### src/rtl/mgmt_indirect_seq.sv
module mgmt_indirect_seq #(
  parameter int MAX_POLLS = 16
) (
  input  logic        clk,
  input  logic        rst_n,
  input  logic [4:0]  cfg_target_addr,
  input  logic        cfg_multi_ok,
  input  logic        req_valid,
  output logic        req_ready,
  input  logic        req_write,
  input  logic [4:0]  req_dev,
  input  logic [4:0]  req_reg,
  input  logic [15:0] req_wdata,
  output logic        rsp_done,
  output logic [1:0]  rsp_code,
  output logic [15:0] rsp_rdata,
  output logic        bus_valid,
  input  logic        bus_ready,
  output logic        bus_write,
  output logic [4:0]  bus_addr,
  output logic [4:0]  bus_reg,
  output logic [15:0] bus_wdata,
  input  logic [15:0] bus_rdata,
  input  logic        bus_err
);
  localparam int PW = $clog2(MAX_POLLS + 1);
  localparam logic [1:0] C_OK = 2'd0, C_BUS = 2'd1, C_TMO = 2'd2, C_REJ = 2'd3;

  typedef enum logic [2:0] {
    S_IDLE, S_DIRECT, S_POLL1, S_WDATA, S_CMD, S_POLL2, S_RDATA, S_DONE
  } st_t;

  st_t         st;
  logic        is_wr;
  logic [4:0]  dev, regn, tgt;
  logic [15:0] wdata;
  logic [PW-1:0] polls;

  wire polling = (st == S_POLL1) || (st == S_POLL2);
  wire xfer    = bus_valid && bus_ready;
  wire busy    = bus_rdata[15];
  wire [15:0] cmd_word = {1'b1, 2'b00, 1'b1, is_wr ? 2'b01 : 2'b10, dev, regn};

  assign req_ready = (st == S_IDLE);
  assign rsp_done  = (st == S_DONE);
  assign bus_valid = (st != S_IDLE) && (st != S_DONE);
  assign bus_addr  = (st == S_DIRECT) ? dev : tgt;
  assign bus_reg   = (st == S_DIRECT) ? regn :
                     (st == S_WDATA || st == S_RDATA) ? 5'd1 : 5'd0;
  assign bus_write = (st == S_DIRECT) ? is_wr : (st == S_WDATA || st == S_CMD);
  assign bus_wdata = (st == S_CMD) ? cmd_word :
                     (st == S_DIRECT || st == S_WDATA) ? wdata : 16'd0;

  always_ff @(posedge clk or negedge rst_n) begin
    if (!rst_n) begin
      st        <= S_IDLE;
      is_wr     <= 1'b0;
      dev       <= '0;
      regn      <= '0;
      tgt       <= '0;
      wdata     <= '0;
      polls     <= '0;
      rsp_code  <= C_OK;
      rsp_rdata <= '0;
    end else begin
      case (st)
        S_IDLE: if (req_valid) begin
          is_wr     <= req_write;
          dev       <= req_dev;
          regn      <= req_reg;
          wdata     <= req_wdata;
          tgt       <= cfg_target_addr;
          polls     <= '0;
          rsp_code  <= C_OK;
          rsp_rdata <= '0;
          if (cfg_target_addr == 5'd0) st <= S_DIRECT;
          else if (cfg_multi_ok)       st <= S_POLL1;
          else begin
            rsp_code <= C_REJ;
            st       <= S_DONE;
          end
        end
        S_DONE: st <= S_IDLE;
        default: if (xfer) begin
          if (bus_err) begin
            rsp_code <= C_BUS;
            st       <= S_DONE;
          end else begin
            case (st)
              S_DIRECT: begin
                if (!is_wr) rsp_rdata <= bus_rdata;
                st <= S_DONE;
              end
              S_WDATA: st <= S_CMD;
              S_CMD:   st <= S_POLL2;
              S_RDATA: begin
                rsp_rdata <= bus_rdata;
                st        <= S_DONE;
              end
              default: begin
                if (!busy) begin
                  polls <= '0;
                  if (st == S_POLL1) st <= is_wr ? S_WDATA : S_CMD;
                  else               st <= is_wr ? S_DONE : S_RDATA;
                end else if (polls == PW'(MAX_POLLS - 1)) begin
                  rsp_code <= C_TMO;
                  st       <= S_DONE;
                end else begin
                  polls <= polls + 1'b1;
                end
              end
            endcase
          end
        end
      endcase
    end
  end


  stall_hold_chk: assert property (@(posedge clk) disable iff (!rst_n)
    bus_valid && !bus_ready |=> bus_valid && $stable(bus_addr) && $stable(bus_reg)
      && $stable(bus_write) && $stable(bus_wdata));

  reject_chk: assert property (@(posedge clk) disable iff (!rst_n)
    req_valid && req_ready && cfg_target_addr != 5'd0 && !cfg_multi_ok
      |=> rsp_done && rsp_code == 2'd3 && !bus_valid);

  poll_bound_chk: assert property (@(posedge clk) disable iff (!rst_n)
    polling |-> polls < PW'(MAX_POLLS));

  cmd_flags_chk: assert property (@(posedge clk) disable iff (!rst_n)
    bus_valid && bus_write && bus_reg == 5'd0 && bus_addr == tgt && tgt != 5'd0
      && st != S_DIRECT |-> bus_wdata[15] && bus_wdata[12] && (bus_wdata[11] ^ bus_wdata[10]));

  err_stop_chk: assert property (@(posedge clk) disable iff (!rst_n)
    bus_valid && bus_ready && bus_err |=> rsp_done && rsp_code == 2'd1 && !bus_valid);

  done_pulse_chk: assert property (@(posedge clk) disable iff (!rst_n)
    rsp_done |-> !req_ready ##1 !rsp_done && req_ready);
endmodule

### config.mk
export PLATFORM = sky130hd
export DESIGN_NAME = mgmt_indirect_seq
export DESIGN_NICKNAME = d
export VERILOG_FILES = /design/src/rtl/mgmt_indirect_seq.sv
export SDC_FILE = /design/constraint.sdc
export NUM_CORES = 1
export LEC_CHECK = 0
export BUFFER_PORTS_ARGS = -buffer_cell sky130_fd_sc_hd__buf_2
export CORE_MARGIN = 8
export CORE_UTILIZATION = 50
export CTS_BUF_LIST = sky130_fd_sc_hd__clkbuf_4 sky130_fd_sc_hd__clkbuf_8
export CTS_CLUSTER_DIAMETER = 40
export DETAILED_ROUTE_END_ITERATION = 10
export GPL_TIMING_DRIVEN = 0
export PLACE_DENSITY_LB_ADDON = 0.15
export SLEW_MARGIN = 20
export SYNTH_ARGS = -nofsm -noshare
export SYNTH_HDL_FRONTEND = slang
export SYNTH_SLANG_ARGS = --single-unit
### constraint.sdc
create_clock -name clk -period 6.05 [get_ports clk]
set_clock_uncertainty 0.15 [all_clocks]
set_input_delay 0.605 -clock clk [delete_from_list [all_inputs] [get_ports clk]]
set_output_delay 0.605 -clock clk [all_outputs]
set_load 0.02 [all_outputs]
* After elaboration in Yosys (flattened, before gate mapping)
Index checks and enable logic that the tools add are counted.
** Storage, ports and cells
- Register bits :: 58
- Output and inout bits :: 48
- Logic and storage cells :: 87
** Cells by class
- Add/sub/neg operators :: 1
- Equality and inequality tests :: 15
- Multiplexer cells :: 41
- Bitwise operators :: 1
- Reduce and logical (&&, ||, !) cells :: 20
** Operators by type and width (number)
- 16-bit two-way mux :: 6
- 16-bit one-hot mux with 2 select lines :: 2
- 5-bit two-way mux :: 8
- 3-bit two-way mux :: 9
- 2-bit two-way mux :: 9
- 6-bit AND reduction :: 3
- 3-bit nonzero test :: 5
- 5-bit one-hot mux with 2 select lines :: 1
- 3-bit equality test (second input constant) :: 3
- 3-bit inequality test (second input constant) :: 3
- 3-bit one-hot mux with 3 select lines :: 1
- 8-bit by 4-bit inequality test with 1-bit output (second input constant) :: 1
- 3-bit by 2-bit equality test with 1-bit output (second input constant) :: 2
- 3-bit one-hot mux with 2 select lines :: 1
- 5-bit by 1-bit adder with 5-bit output (second input constant) :: 1
- 5-bit by 4-bit equality test with 1-bit output (second input constant) :: 1
- 5-bit logical NOT :: 1
- 2-bit inequality test (second input constant) :: 2
- 2-bit one-hot mux with 2 select lines :: 1
- 4-bit OR reduction :: 1
- 3-bit by 1-bit equality test with 1-bit output (second input constant) :: 1
- 3-bit logical NOT :: 1
- 1-bit logical OR :: 3
- 1-bit two-way mux :: 3
- other kinds (8) :: 9

* Depth between registers and ports, before layout
Gate-level depths: netlist of the first run.
- Depth in word-level cells :: 7
- Gate-level depth with buffers :: 7
- Gate-level depth less buffers :: 7

* Worst setup path after synthesis of the first run
No wires, ideal clock.
- Kind :: register to output
- Start point :: reg st[0]
- End point :: out bus_wdata[11]
- Arrival :: 1.669 ns
- Data required time :: 5.295 ns
- Slack :: 3.626 ns
- Cell stages (with the launch flop) :: 7
- Path through :: dfrtp_1 > buf_6 > nand2b_1 > nand2b_1 > clkbuf_1 > clkbuf_1 > o21ai_0
** Between the ends
- Cells in the longest elaborated chain, start to end :: 4
- Elaborated cells between the ends (all ways) :: 6
- Those cells by class :: eq/ne (3); mux (2); reduce/logical (1)
** Ends and longest elaborated chain
- start, declared :: RTL line 33 : st_t st;
- start signal, assigned :: RTL line 103 : if (st == S_POLL1) st <= is_wr ? S_WDATA : S_CMD;
- start signal, assigned :: RTL line 104 : else st <= is_wr ? S_DONE : S_RDATA;
- 3-bit by 1-bit equality test with 1-bit output or 3-bit by 2-bit equality test with 1-bit output (tied branches) :: RTL line 52 : (st == S_DIRECT || st == S_WDATA) ? wdata : 16'd0;
- 1-bit logical OR :: RTL line 52
- 16-bit two-way mux :: RTL line 52
- 16-bit two-way mux (*) :: RTL line 51 : assign bus_wdata = (st == S_CMD) ? cmd_word :
- end, declared :: RTL line 22 : output logic [15:0] bus_wdata,
Every way passes the cells marked *; elsewhere a longest branch is shown, timed or not.

* Worst setup path in the final report of the first run
- Start point :: reg st[2]
- End point :: out bus_wdata[7]
Same word-level chain as after synthesis.

==> flow_summary_export.csv, run 1 <==
group,metric,value,unit
routing,ant_nets,0,
setup_path,worstSetupPathType,"flip-flop to output pin",
cts,clk_pin_slew,0.06,ns
setup_path,critPathArrivalTime,2.36,ns
sta,rsz0062_at_grt,"false",
synth,synth_edf_count,0,
setup_path,rr_endpoint,"st[0]",
synth,syn_area,0.003055,mm2
sta,max-slew-margin-rel,51.39,%
grt,grt_max_degree,59,
cts,clock-sinks,58,
routing,wl_met3,772,um
synth,post-synth-top-area-fraction,47.50,%
routing,wl_per_cell,16.95,um
cts,post_cts_buffers,0,
grt,grt_pass1_vias,2648,
synth,avgSynthCellArea,10.43,um2
cts,htree_num_levels,3,
synth,synth_fa_ha_area_share,1.229,%
routing,met2_length,3.899,mm
sta,finalCritPeriodShare,51.42,%
floorplanning,die_area,0.008868,mm2
synth,yosysTopAreaCell,"dfrtp_1",
sta,timing_hold_violations_final,0,
sta,hold_slack,0.1764,ns
floorplanning,rows,28,
sta,worst_slack,2.939,ns
power,p_leak,1.913,nW
synth,yosysSeqAreaShare,47.50,%
grt,grt_pass1_wl,13.06,mm
setup_path,crit_fanout,10,
routing,wl_met1,3.405,mm
setup_path,endpoint_kind,"output pin",
placed_design,dp_slack,3.325,ns
sta,finalCriticalPeriod,3.111,ns
placed_design,hpwl,6.010,mm
worst_hold_path,hp-class,"primary input to async pin",
routing,routed_via_density,5.490,
cts,cts_tree,"done",
routing,routed_wl,8.170,mm
synth,syn_inst,293,
routing,post-route-drc-count,0,
synth,synth_top_family_by_area,"simple AND/OR/NAND/NOR gates",
floorplanning,fp.coreArea,0.005921,mm2
synth,synth_nets,350,
placed_design,io_buffers,100,
finish,antennaDiodeCount,0,
floorplanning,fp.dieH,94.17,um
setup_path,reg2reg_slack,3.55,ns
setup_path,required,5.29,ns
synth,synth_area_leaders,"dfrtp_1 48%, mux2_2 14%, nand2_1 5.9%, o31ai_1 4.4%, o21ai_0 3.8%",
routing,initialDrtViolationCount,87,
finish,synthToLayoutAreaGrowth,25.35,%
outcome,status,"finished, final reports clean",
finish,final_common_cell,"buf_2",
grt,grt.overflow.total,0,
setup_path,rr_worst_depth,7,
routing,via_count,2646,
cts,cts_made_buffers,9,
routing,highest_layer,"met4",
placed_design,gp_congestion,0.8214,
synth,muxShareOfSynthArea,16.54,%
finish,drive_above_1_share,44.72,%
finish,layout_common_cells,"112 x buf_2, 58 x dfrtp_1, 48 x nand2_1",
floorplanning,start_util,51.61,%
routing,drt_first_pass_iters,4,
sta,final-setup-viol-count,0,
sta,worst_pin_slew,0.7292,ns
synth,ys_ff_latch,58,
cts,cts_buffer_depth,2,
sta,fmax,0.3214,GHz
cts,insertion_delay,0.32,ns
power,p_per_area,517.2,mW/mm2
power,vdd_drop_max,269.9,uV
floorplanning,io_pins,102,
finish,nets,461,
grt,gr-usage-all-layers,18.78,%
floorplanning,die_x,94.17,um
cts,cts_root_buf,"clkbuf_8",
synth,synthFlopType,"dfrtp_1",
job,max_cap_violations,0,
sta,fin_setup_tns,0,ns
cts,cts_hold_buffers,0,
setup_path,worstReg2RegStart,"polls[0]",
synth,synth_xor_area_share,0,%
setup_path,critPathLaunchType,"flip-flop",
synth,synth_warnings,0,
sta,finalMaxSlewViolations,0,
synth,synth_compound_area_share,13.47,%
grt,antenna_found_initial,0,
cts,cts_resized,0,
synth,async_flop_share,100.0,%
synth,synthSimpleGateAreaFrac,16.75,%
synth,synth.distinct_cells,46,
## critical path: stages (launching register included)
cell and delay [ns]:
dfrtp_1 0.35, buf_2 0.17, buf_2 0.19, inv_1 0.13, ha_1 0.33, clkbuf_1 0.45, nand3_1 0.14, nand2_1 0.09
buf_2 0.16
## through the flow
step                      instances  area [um2]  utilization [%]  power, W
final                           482        3830            64.69  0.001981
after global routing            482        3830            64.69  0.002117
after CTS                       482        3830            64.69  0.001995
after detailed placement        468        3652            61.69  0.001669
after global placement          468        3650            61.64  0.001643
after floorplan                 293        3055                -  0.001348
## worst max-delay path by stage
stage / from / to / slack [ns]
3_3_place_gp: st[2] / bus_wdata[6] / 3.33
6_report: st[2] / bus_wdata[7] / 2.94
5_1_grt: st[2] / bus_wdata[7] / 2.78
4_1_cts: st[2] / bus_wdata[6] / 2.96
2_1_floorplan: st[0] / bus_wdata[11] / 3.63
3_5_place_dp: st[2] / bus_wdata[6] / 3.33
## report_power, final
part           total (W)  internal [W]  switching (W)
Sequential      0.000673      0.000564       0.000108
Clock           0.000322      0.000177       0.000145
Combinational   0.000986      0.000397       0.000589
## synth_stat cells, types with 4 or more instances
master and instances:
a21oi_1 4, and2_1 5, and3_1 5, buf_2 13, clkbuf_1 7, dfrtp_1 58
inv_1 4, mux2_2 38, nand2_1 48, nand3_1 12, nor2_1 7, o21ai_0 23
o21ai_1 5, o31ai_1 18, or4_1 4
## cell families after synthesis
group,count (synthesis)
DFF,58
buffers and inverters,27
muxes,44
and+or+nand+nor,98
AOI/OAI and AO/OA,63
adders and majority gates,3
## layout make-up
type / instances / area (um2)
fill: 523 / 2091
buffer: 22 / 113.9
sequential: 58 / 1451
inverter: 5 / 23.77
clock inverter: 2 / 12.51
multi-input combinational: 208 / 1466
clock buffer: 12 / 165.2
tap: 75 / 93.84
timing repair buffer: 100 / 503.0
## registers in the layout, indices dropped and copies added, names as in the netlist
| signal | count |
|---|---|
| rsp_rdata | 16 |
| polls | 5 |
| rsp_code | 2 |
| is_wr | 1 |
| regn | 5 |
| wdata | 16 |
| dev | 5 |
| tgt | 5 |
| st | 3 |
## metal layers
layer  vias up  GRT usage (%)
met5         -              0
met4         0          7.001
met3         7          6.795
met2       101          28.39
met1      1269          23.90
li1       1269              -
No activity file was read; power rests on OpenSTA's default activity.
==> run 2, diff against run 1 <==
--- a/config.mk
+++ b/config.mk
@@ -7,7 +7,7 @@
 export LEC_CHECK = 0
 export BUFFER_PORTS_ARGS = -buffer_cell sky130_fd_sc_hd__buf_2
 export CORE_MARGIN = 8
-export CORE_UTILIZATION = 50
+export CORE_UTILIZATION = 47
 export CTS_BUF_LIST = sky130_fd_sc_hd__clkbuf_4 sky130_fd_sc_hd__clkbuf_8
 export CTS_CLUSTER_DIAMETER = 40
 export DETAILED_ROUTE_END_ITERATION = 10
==> constraint.sdc (replaced) <==
create_clock -name clk -period 2.7 [get_ports clk]
set_clock_uncertainty 0.15 [all_clocks]
set_input_delay 0.27 -clock clk [delete_from_list [all_inputs] [get_ports clk]]
set_output_delay 0.27 -clock clk [all_outputs]
set_load 0.02 [all_outputs]
==> run 2 against run 1 <==
Global-route usage down 1.1 points; count of clock-buffer cells in the layout up 1; flip-flop and latch count unchanged; sequential share of layout area down 0.95 points; core utilization down 2.5 points; setup slack worse by 2.8 ns; hold slack worse by 0.16 ns; die area up 5.3%; final cell count up 1.7%; clock power rose to 2.6 times the previous value; wire length up 0.22%; non-clock buffer count up 5; critical endpoint is now st[0].
==> flow_summary_export.csv, run 2 (synthesis results as in run 1) <==
group,metric,value,unit
power,vdd_drop_max,599.1,uV
routing,via_count,2636,
power,switching_power,0.001884,W
routing,routed_wl,8.188,mm
floorplanning,die_area,0.009337,mm2
finish,drive_above_1_share,45.04,%
finish,multiInputGateArea,0.001474,mm2
sta,finalCritPeriodShare,93.73,%
routing,initialDrtViolationCount,92,
power,pwr-share-clk,18.4,%
worst_hold_path,hold_path_end,"wdata[12]",
cts,insertion_delay,0.33,ns
floorplanning,rows,29,
grt,grt_pass1_wl,13.74,mm
cts,cts_made_buffers,9,
setup_path,crit_fanout,4,
setup_path,rr_worst_depth,7,
cts,cts_tree,"done",
finish,regArea,0.001451,mm2
finish,synthToLayoutAreaGrowth,28.58,%
placed_design,io_buffers,100,
finish,n_fill_cell,569,
power,swShare,41.36,%
setup_path,worstPathCellList,"ha_1 > and3_1 > ha_1 > or3b_1 > a311o_1 > nor2_2 > mux2_2",
sta,final-setup-viol-count,0,
floorplanning,io_pins,102,
floorplanning,fp.dieH,96.63,um
job,max_cap_violations,0,
placed_design,placed_cells,470,
cts,htree_num_levels,3,
sta,rsz0062_at_grt,"false",
routing,wl_per_cell,16.71,um
finish,antennaDiodeCount,0,
setup_path,reg2reg_slack,0.17,ns
sta,fin_setup_tns,0,ns
cts,clock-sinks,58,
setup_path,rr_endpoint,"st[0]",
sta,timing_hold_violations_final,0,
setup_path,endpoint_kind,"flip-flop",
setup_path,critPathLaunch,"polls[0]",
power,power_frac_seq,33.0,%
finish,final_common_cell,"buf_2",
routing,post-route-drc-count,0,
worst_hold_path,hp-start,"req_wdata[12]",
power,p_comb_share,48.6,%
setup_path,crit_family,"simple AND/OR/NAND/NOR gates",
routing,routed_via_density,5.380,
finish,fin_cells,490,
finish,nets,466,
cts,cts_root_buf,"clkbuf_8",
worst_hold_path,hold_path_depth,2,
setup_path,critPathArrivalTime,2.59,ns
setup_path,slowest_stage,"dfrtp_1",
sta,finalCriticalPeriod,2.531,ns
power,p_int,0.002671,W
finish,layout_common_cells,"112 x buf_2, 58 x dfrtp_1, 48 x nand2_1",
power,p_leak,1.960,nW
grt,antenna_found_initial,0,
setup_path,critPathLaunchType,"flip-flop",
setup_path,cpMostUsedCell,"ha_1",
sta,fmax,0.3952,GHz
sta,max-slew-margin-rel,49.37,%
power,p_per_area,1160,mW/mm2
grt,grt_max_degree,59,
finish,largestRegisters,"rsp_rdata: 16 flops, wdata: 16 flops",
grt,grt_pass1_vias,2780,
cts,cts_buffer_depth,2,
grt,gr-usage-all-layers,17.66,%
setup_path,path_buf_inv,0,
floorplanning,start_util,48.39,%
placed_design,hpwl,5.833,mm
floorplanning,die_x,96.63,um
grt,grt.overflow.total,0,
outcome,status,"finished, final reports clean",
setup_path,worstSetupPathType,"flip-flop to flip-flop",
sta,finalMaxSlewViolations,0,
placed_design,gp_congestion,0.8103,
sta,worst_pin_slew,0.7594,ns
cts,clk_pin_slew,0.07,ns
setup_path,worstReg2RegStart,"polls[0]",
worst_hold_path,hp-class,"primary input to flip-flop",
setup_path,required,2.76,ns
routing,ant_nets,0,
routing,drt_first_pass_iters,4,
floorplanning,fp.coreArea,0.006314,mm2
setup_path,cpPeakStageDelay,0.42,ns
[run 2: cell type report]
class                           count  area share (%)
Sequential cell                    58           36.94
Buffer                             21           2.866
Multi-Input combinational cell    208           37.52
Timing Repair Buffer              106           14.33
Inverter                            5          0.6051
Clock buffer                       13           4.395
Clock inverter                      2          0.8917
Tap cell                           77           2.452
[run 2: worst reg2reg max path, cell delays in order (launching register included)]
cell,delay (ns)
dfrtp_1,0.42
ha_1,0.23
and3_1,0.15
ha_1,0.20
or3b_1,0.38
a311o_1,0.40
nor2_2,0.13
mux2_2,0.36
[run 2: power groups by stage]
stage | Sequential (W) | Clock [W] | Combinational [W]
final | 0.00150 | 0.000838 | 0.00221
after global routing | 0.00156 | 0.000896 | 0.00241
after CTS | 0.00150 | 0.000861 | 0.00223
after detailed placement | 0.00151 | 0 | 0.00222
after global placement | 0.00150 | 0 | 0.00219
after floorplan | 0.00159 | 0 | 0.00143
[run 2: worst max path at each step]
stage,to,slack (ns),depth (start not counted)
after floorplan,st[0],0.34,7
after global placement,st[0],0.22,7
after detailed placement,st[0],0.20,7
after CTS,bus_addr[4],0.03,7
after global routing,bus_wdata[5],0.03,8
final,st[0],0.17,7
[run 2: through the flow]
| stage | hold slack [ns] | util (%) | worst slack, ns | total power [W] | cell area (um2) |
|---|---|---|---|---|---|
| after floorplan | -0.1756 | - | 0.3391 | 0.003020 | 3055 |
| after global placement | 0.3181 | 57.85 | 0.2156 | 0.003694 | 3652 |
| after detailed placement | 0.2418 | 57.89 | 0.1978 | 0.003730 | 3655 |
| after CTS | 0.0009779 | 62.17 | 0.02975 | 0.004596 | 3925 |
| after global routing | 0.002016 | 62.23 | 0.03385 | 0.004872 | 3929 |
| final | 0.01503 | 62.23 | 0.1694 | 0.004556 | 3929 |
[run 2: what timing repair did]
action                                  CTS  global route
endpoints found under the setup margin   11            14
setup buffers                             0             0
hold endpoints to repair                 63             0
hold buffers                              6             0
resized for setup                         2             2
[run 2: metal layers]
metal / up-vias / GRT usage (%) / wire [um]
met5: - / 0 / 0
met4: 0 / 7.337 / 135
met3: 9 / 5.832 / 474
met2: 71 / 27.14 / 3811
met1: 1273 / 22.15 / 3767
li1: 1283 / - / -
==> run 3, diff against run 2 <==
--- a/config.mk
+++ b/config.mk
@@ -7,11 +7,12 @@
 export LEC_CHECK = 0
 export BUFFER_PORTS_ARGS = -buffer_cell sky130_fd_sc_hd__buf_2
 export CORE_MARGIN = 8
-export CORE_UTILIZATION = 47
+export CORE_UTILIZATION = 30
 export CTS_BUF_LIST = sky130_fd_sc_hd__clkbuf_4 sky130_fd_sc_hd__clkbuf_8
 export CTS_CLUSTER_DIAMETER = 40
 export DETAILED_ROUTE_END_ITERATION = 10
 export GPL_TIMING_DRIVEN = 0
+export HOLD_SLACK_MARGIN = 0.06
 export PLACE_DENSITY_LB_ADDON = 0.15
 export SLEW_MARGIN = 20
 export SYNTH_ARGS = -nofsm -noshare
==> run 3 against run 2 <==
Final area up 13%; fmax down 0.95%; critical endpoint is now bus_addr[1]; flip-flop and latch count unchanged; largest cell class unchanged; wire length up 16%; core utilization down 18 points; sequential power about the same; count of clock-buffer cells in the layout down 2; non-clock buffer count up 44; clock power down 9.7%; register-to-register slack worse by 0.02 ns.
==> flow_summary_export.csv, run 3 (synthesis results as in run 1) <==
group,metric,value,unit
outcome,status,"finished, final reports clean",
grt,grt.overflow.total,0,
grt,gr-usage-all-layers,14.35,%
grt,grt_pass1_vias,2996,
finish,largestRegisters,"rsp_rdata: 16 flops, wdata: 16 flops",
grt,use_met2,22.83,%
power,p_int,0.002586,W
power,pwr-share-clk,16.6,%
floorplanning,start_util,30.28,%
job,max_cap_violations,0,
cts,clk_pin_slew,0.07,ns
placed_design,io_buffers,100,
worst_hold_path,hold_path_end,"rsp_rdata[15]",
sta,timing_hold_violations_final,0,
finish,fin_cells,594,
setup_path,rr_worst_depth,7,
floorplanning,io_pins,102,
setup_path,worstReg2RegStart,"polls[0]",
power,vdd_drop_max,446.9,uV
floorplanning,rows,37,
floorplanning,die_area,0.01367,mm2
cts,insertion_delay,0.34,ns
setup_path,rr_endpoint,"st[0]",
grt,busiest_layer,"met2",
cts,cts_tree,"done",
grt,grt_max_degree,31,
sta,finalMaxSlewViolations,0,
sta,fin_setup_tns,0,ns
worst_hold_path,hold_path_depth,3,
grt,met1_usage,18.51,%
routing,routed_via_density,4.721,
routing,drt_first_pass_iters,4,
sta,finalCriticalPeriod,2.555,ns
setup_path,crit_family,"buffers and inverters",
finish,n_fill_cell,1008,
sta,finalCritPeriodShare,94.63,%
setup_path,endpoint_kind,"output pin",
finish,layout_common_cells,"112 x buf_2, 58 x dfrtp_1, 48 x nand2_1, 48 x dlygate4sd3_1, 38 x mux2_2",
routing,via_count,2804,
setup_path,worstSetupPathType,"flip-flop to output pin",
cts,cts_buffer_depth,2,
cts,cts_made_buffers,9,
routing,initialDrtViolationCount,126,
finish,nets,510,
cts,cts_root_buf,"clkbuf_8",
setup_path,cpPeakStageDelay,0.37,ns
setup_path,worstPathCellList,"buf_2 > buf_2 > inv_1 > nand2_1 > nor2_4 > mux2_2 > buf_2",
grt,grt_pass1_wl,15.29,mm
floorplanning,fp.coreArea,0.01009,mm2
routing,ant_nets,0,
finish,synthToLayoutAreaGrowth,45.00,%
setup_path,critPathArrivalTime,2.13,ns
power,switching_power,0.001969,W
cts,htree_num_levels,3,
grt,antenna_found_initial,0,
setup_path,critPathLaunchType,"flip-flop",
sta,rsz0062_at_grt,"false",
grt,grt_use_met3,4.361,%
routing,post-route-drc-count,0,
sta,max-slew-margin-rel,48.32,%
worst_hold_path,hp-class,"primary input to flip-flop",
placed_design,placed_cells,530,
routing,wl_per_cell,16.05,um
power,p_per_area,1028,mW/mm2
finish,drive_above_1_share,41.27,%
cts,clock-sinks,58,
worst_hold_path,hp-start,"bus_rdata[15]",
power,swShare,43.22,%
floorplanning,fp.dieH,116.9,um
setup_path,path_buf_inv,4,
power,p_comb_share,50.6,%
finish,antennaDiodeCount,0,
finish,final_common_cell,"buf_2",
setup_path,reg2reg_slack,0.15,ns
placed_design,gp_congestion,0.7129,
setup_path,required,2.28,ns
floorplanning,die_x,116.9,um
power,p_total,0.004555,W
sta,final-setup-viol-count,0,
routing,routed_wl,9.533,mm
placed_design,hpwl,6.769,mm
finish,final_area,0.004431,mm2
finish,final_util,43.90,%
power,p_leak,2.126,nW
sta,worst_pin_slew,0.7724,ns
placed_design,place_area,0.003749,mm2
sta,fmax,0.3914,GHz
setup_path,slowest_stage,"mux2_2",
setup_path,crit_fanout,10,
setup_path,cpMostUsedCell,"buf_2",
power,power_frac_seq,32.8,%
run 3: cell count changes in the layout (fill, tap and decap cells not counted), moves of 2 or more:
cell / delta
dlygate4sd3_1: +42
clkinvlp_4: +3
clkbuf_8: -2
clkinv_4: +2
run 3: worst register-to-register path: stages, from the launching register on:
cell,delay (ns)
dfrtp_1,0.42
ha_1,0.23
and3_1,0.15
ha_1,0.21
or3b_1,0.39
a311o_1,0.40
nor2_2,0.12
mux2_2,0.35
run 3: cell type report:
class / count / area [um2] / share of cell area, %
multi-input combinational: 208 / 1474 / 33.27
sequential: 58 / 1451 / 32.76
timing repair buffer: 150 / 1011 / 22.82
tap: 136 / 170.2 / 3.841
clock buffer: 11 / 145.1 / 3.276
buffer: 21 / 115.1 / 2.598
clock inverter: 5 / 40.04 / 0.9037
inverter: 5 / 23.77 / 0.5366
run 3: repair_timing:
action | in CTS | in global routing
hold buffers | 48 | 0
setup endpoints to repair | 18 | 16
pin swaps | 0 | 1
gates resized for setup | 3 | 3
endpoints found under the hold margin | 75 | 0
setup buffers | 0 | 1
run 3: per-layer routing:
| layer | vias to the layer above | part of all wire [%] |
|---|---|---|
| met5 | - | 0 |
| met4 | 0 | 0.88 |
| met3 | 8 | 6.7 |
| met2 | 86 | 45 |
| met1 | 1343 | 47 |
| li1 | 1367 | - |
run 3: how the worst max path moves through the flow:
stage | from | endpoint | slack, ns | depth (start not counted)
6_report | st[2] | bus_addr[1] | 0.15 | 7
2_1_floorplan | polls[0] | st[0] | 0.34 | 7
3_3_place_gp | polls[0] | st[0] | 0.16 | 7
3_5_place_dp | polls[0] | st[0] | 0.19 | 7
5_1_grt | st[2] | bus_wdata[10] | 0.02 | 7
4_1_cts | st[2] | bus_wdata[6] | 0.02 | 8
run 3: power groups by stage:
stage | Combinational (W) | Sequential (W) | Clock [W]
after floorplan | 0.00143 | 0.00159 | 0
after global placement | 0.00224 | 0.00150 | 0
after detailed placement | 0.00226 | 0.00151 | 0
after CTS | 0.00233 | 0.00150 | 0.000775
after global routing | 0.00253 | 0.00156 | 0.000812
final | 0.00231 | 0.00149 | 0.000757
run 3: through the flow:
step	worst slack, ns	hold WS (ns)
after floorplan	0.3391	-0.1756
after global placement	0.1628	0.3268
after detailed placement	0.1921	0.08407
after CTS	0.01805	0.1777
after global routing	0.01716	0.2175
final	0.1451	0.1871
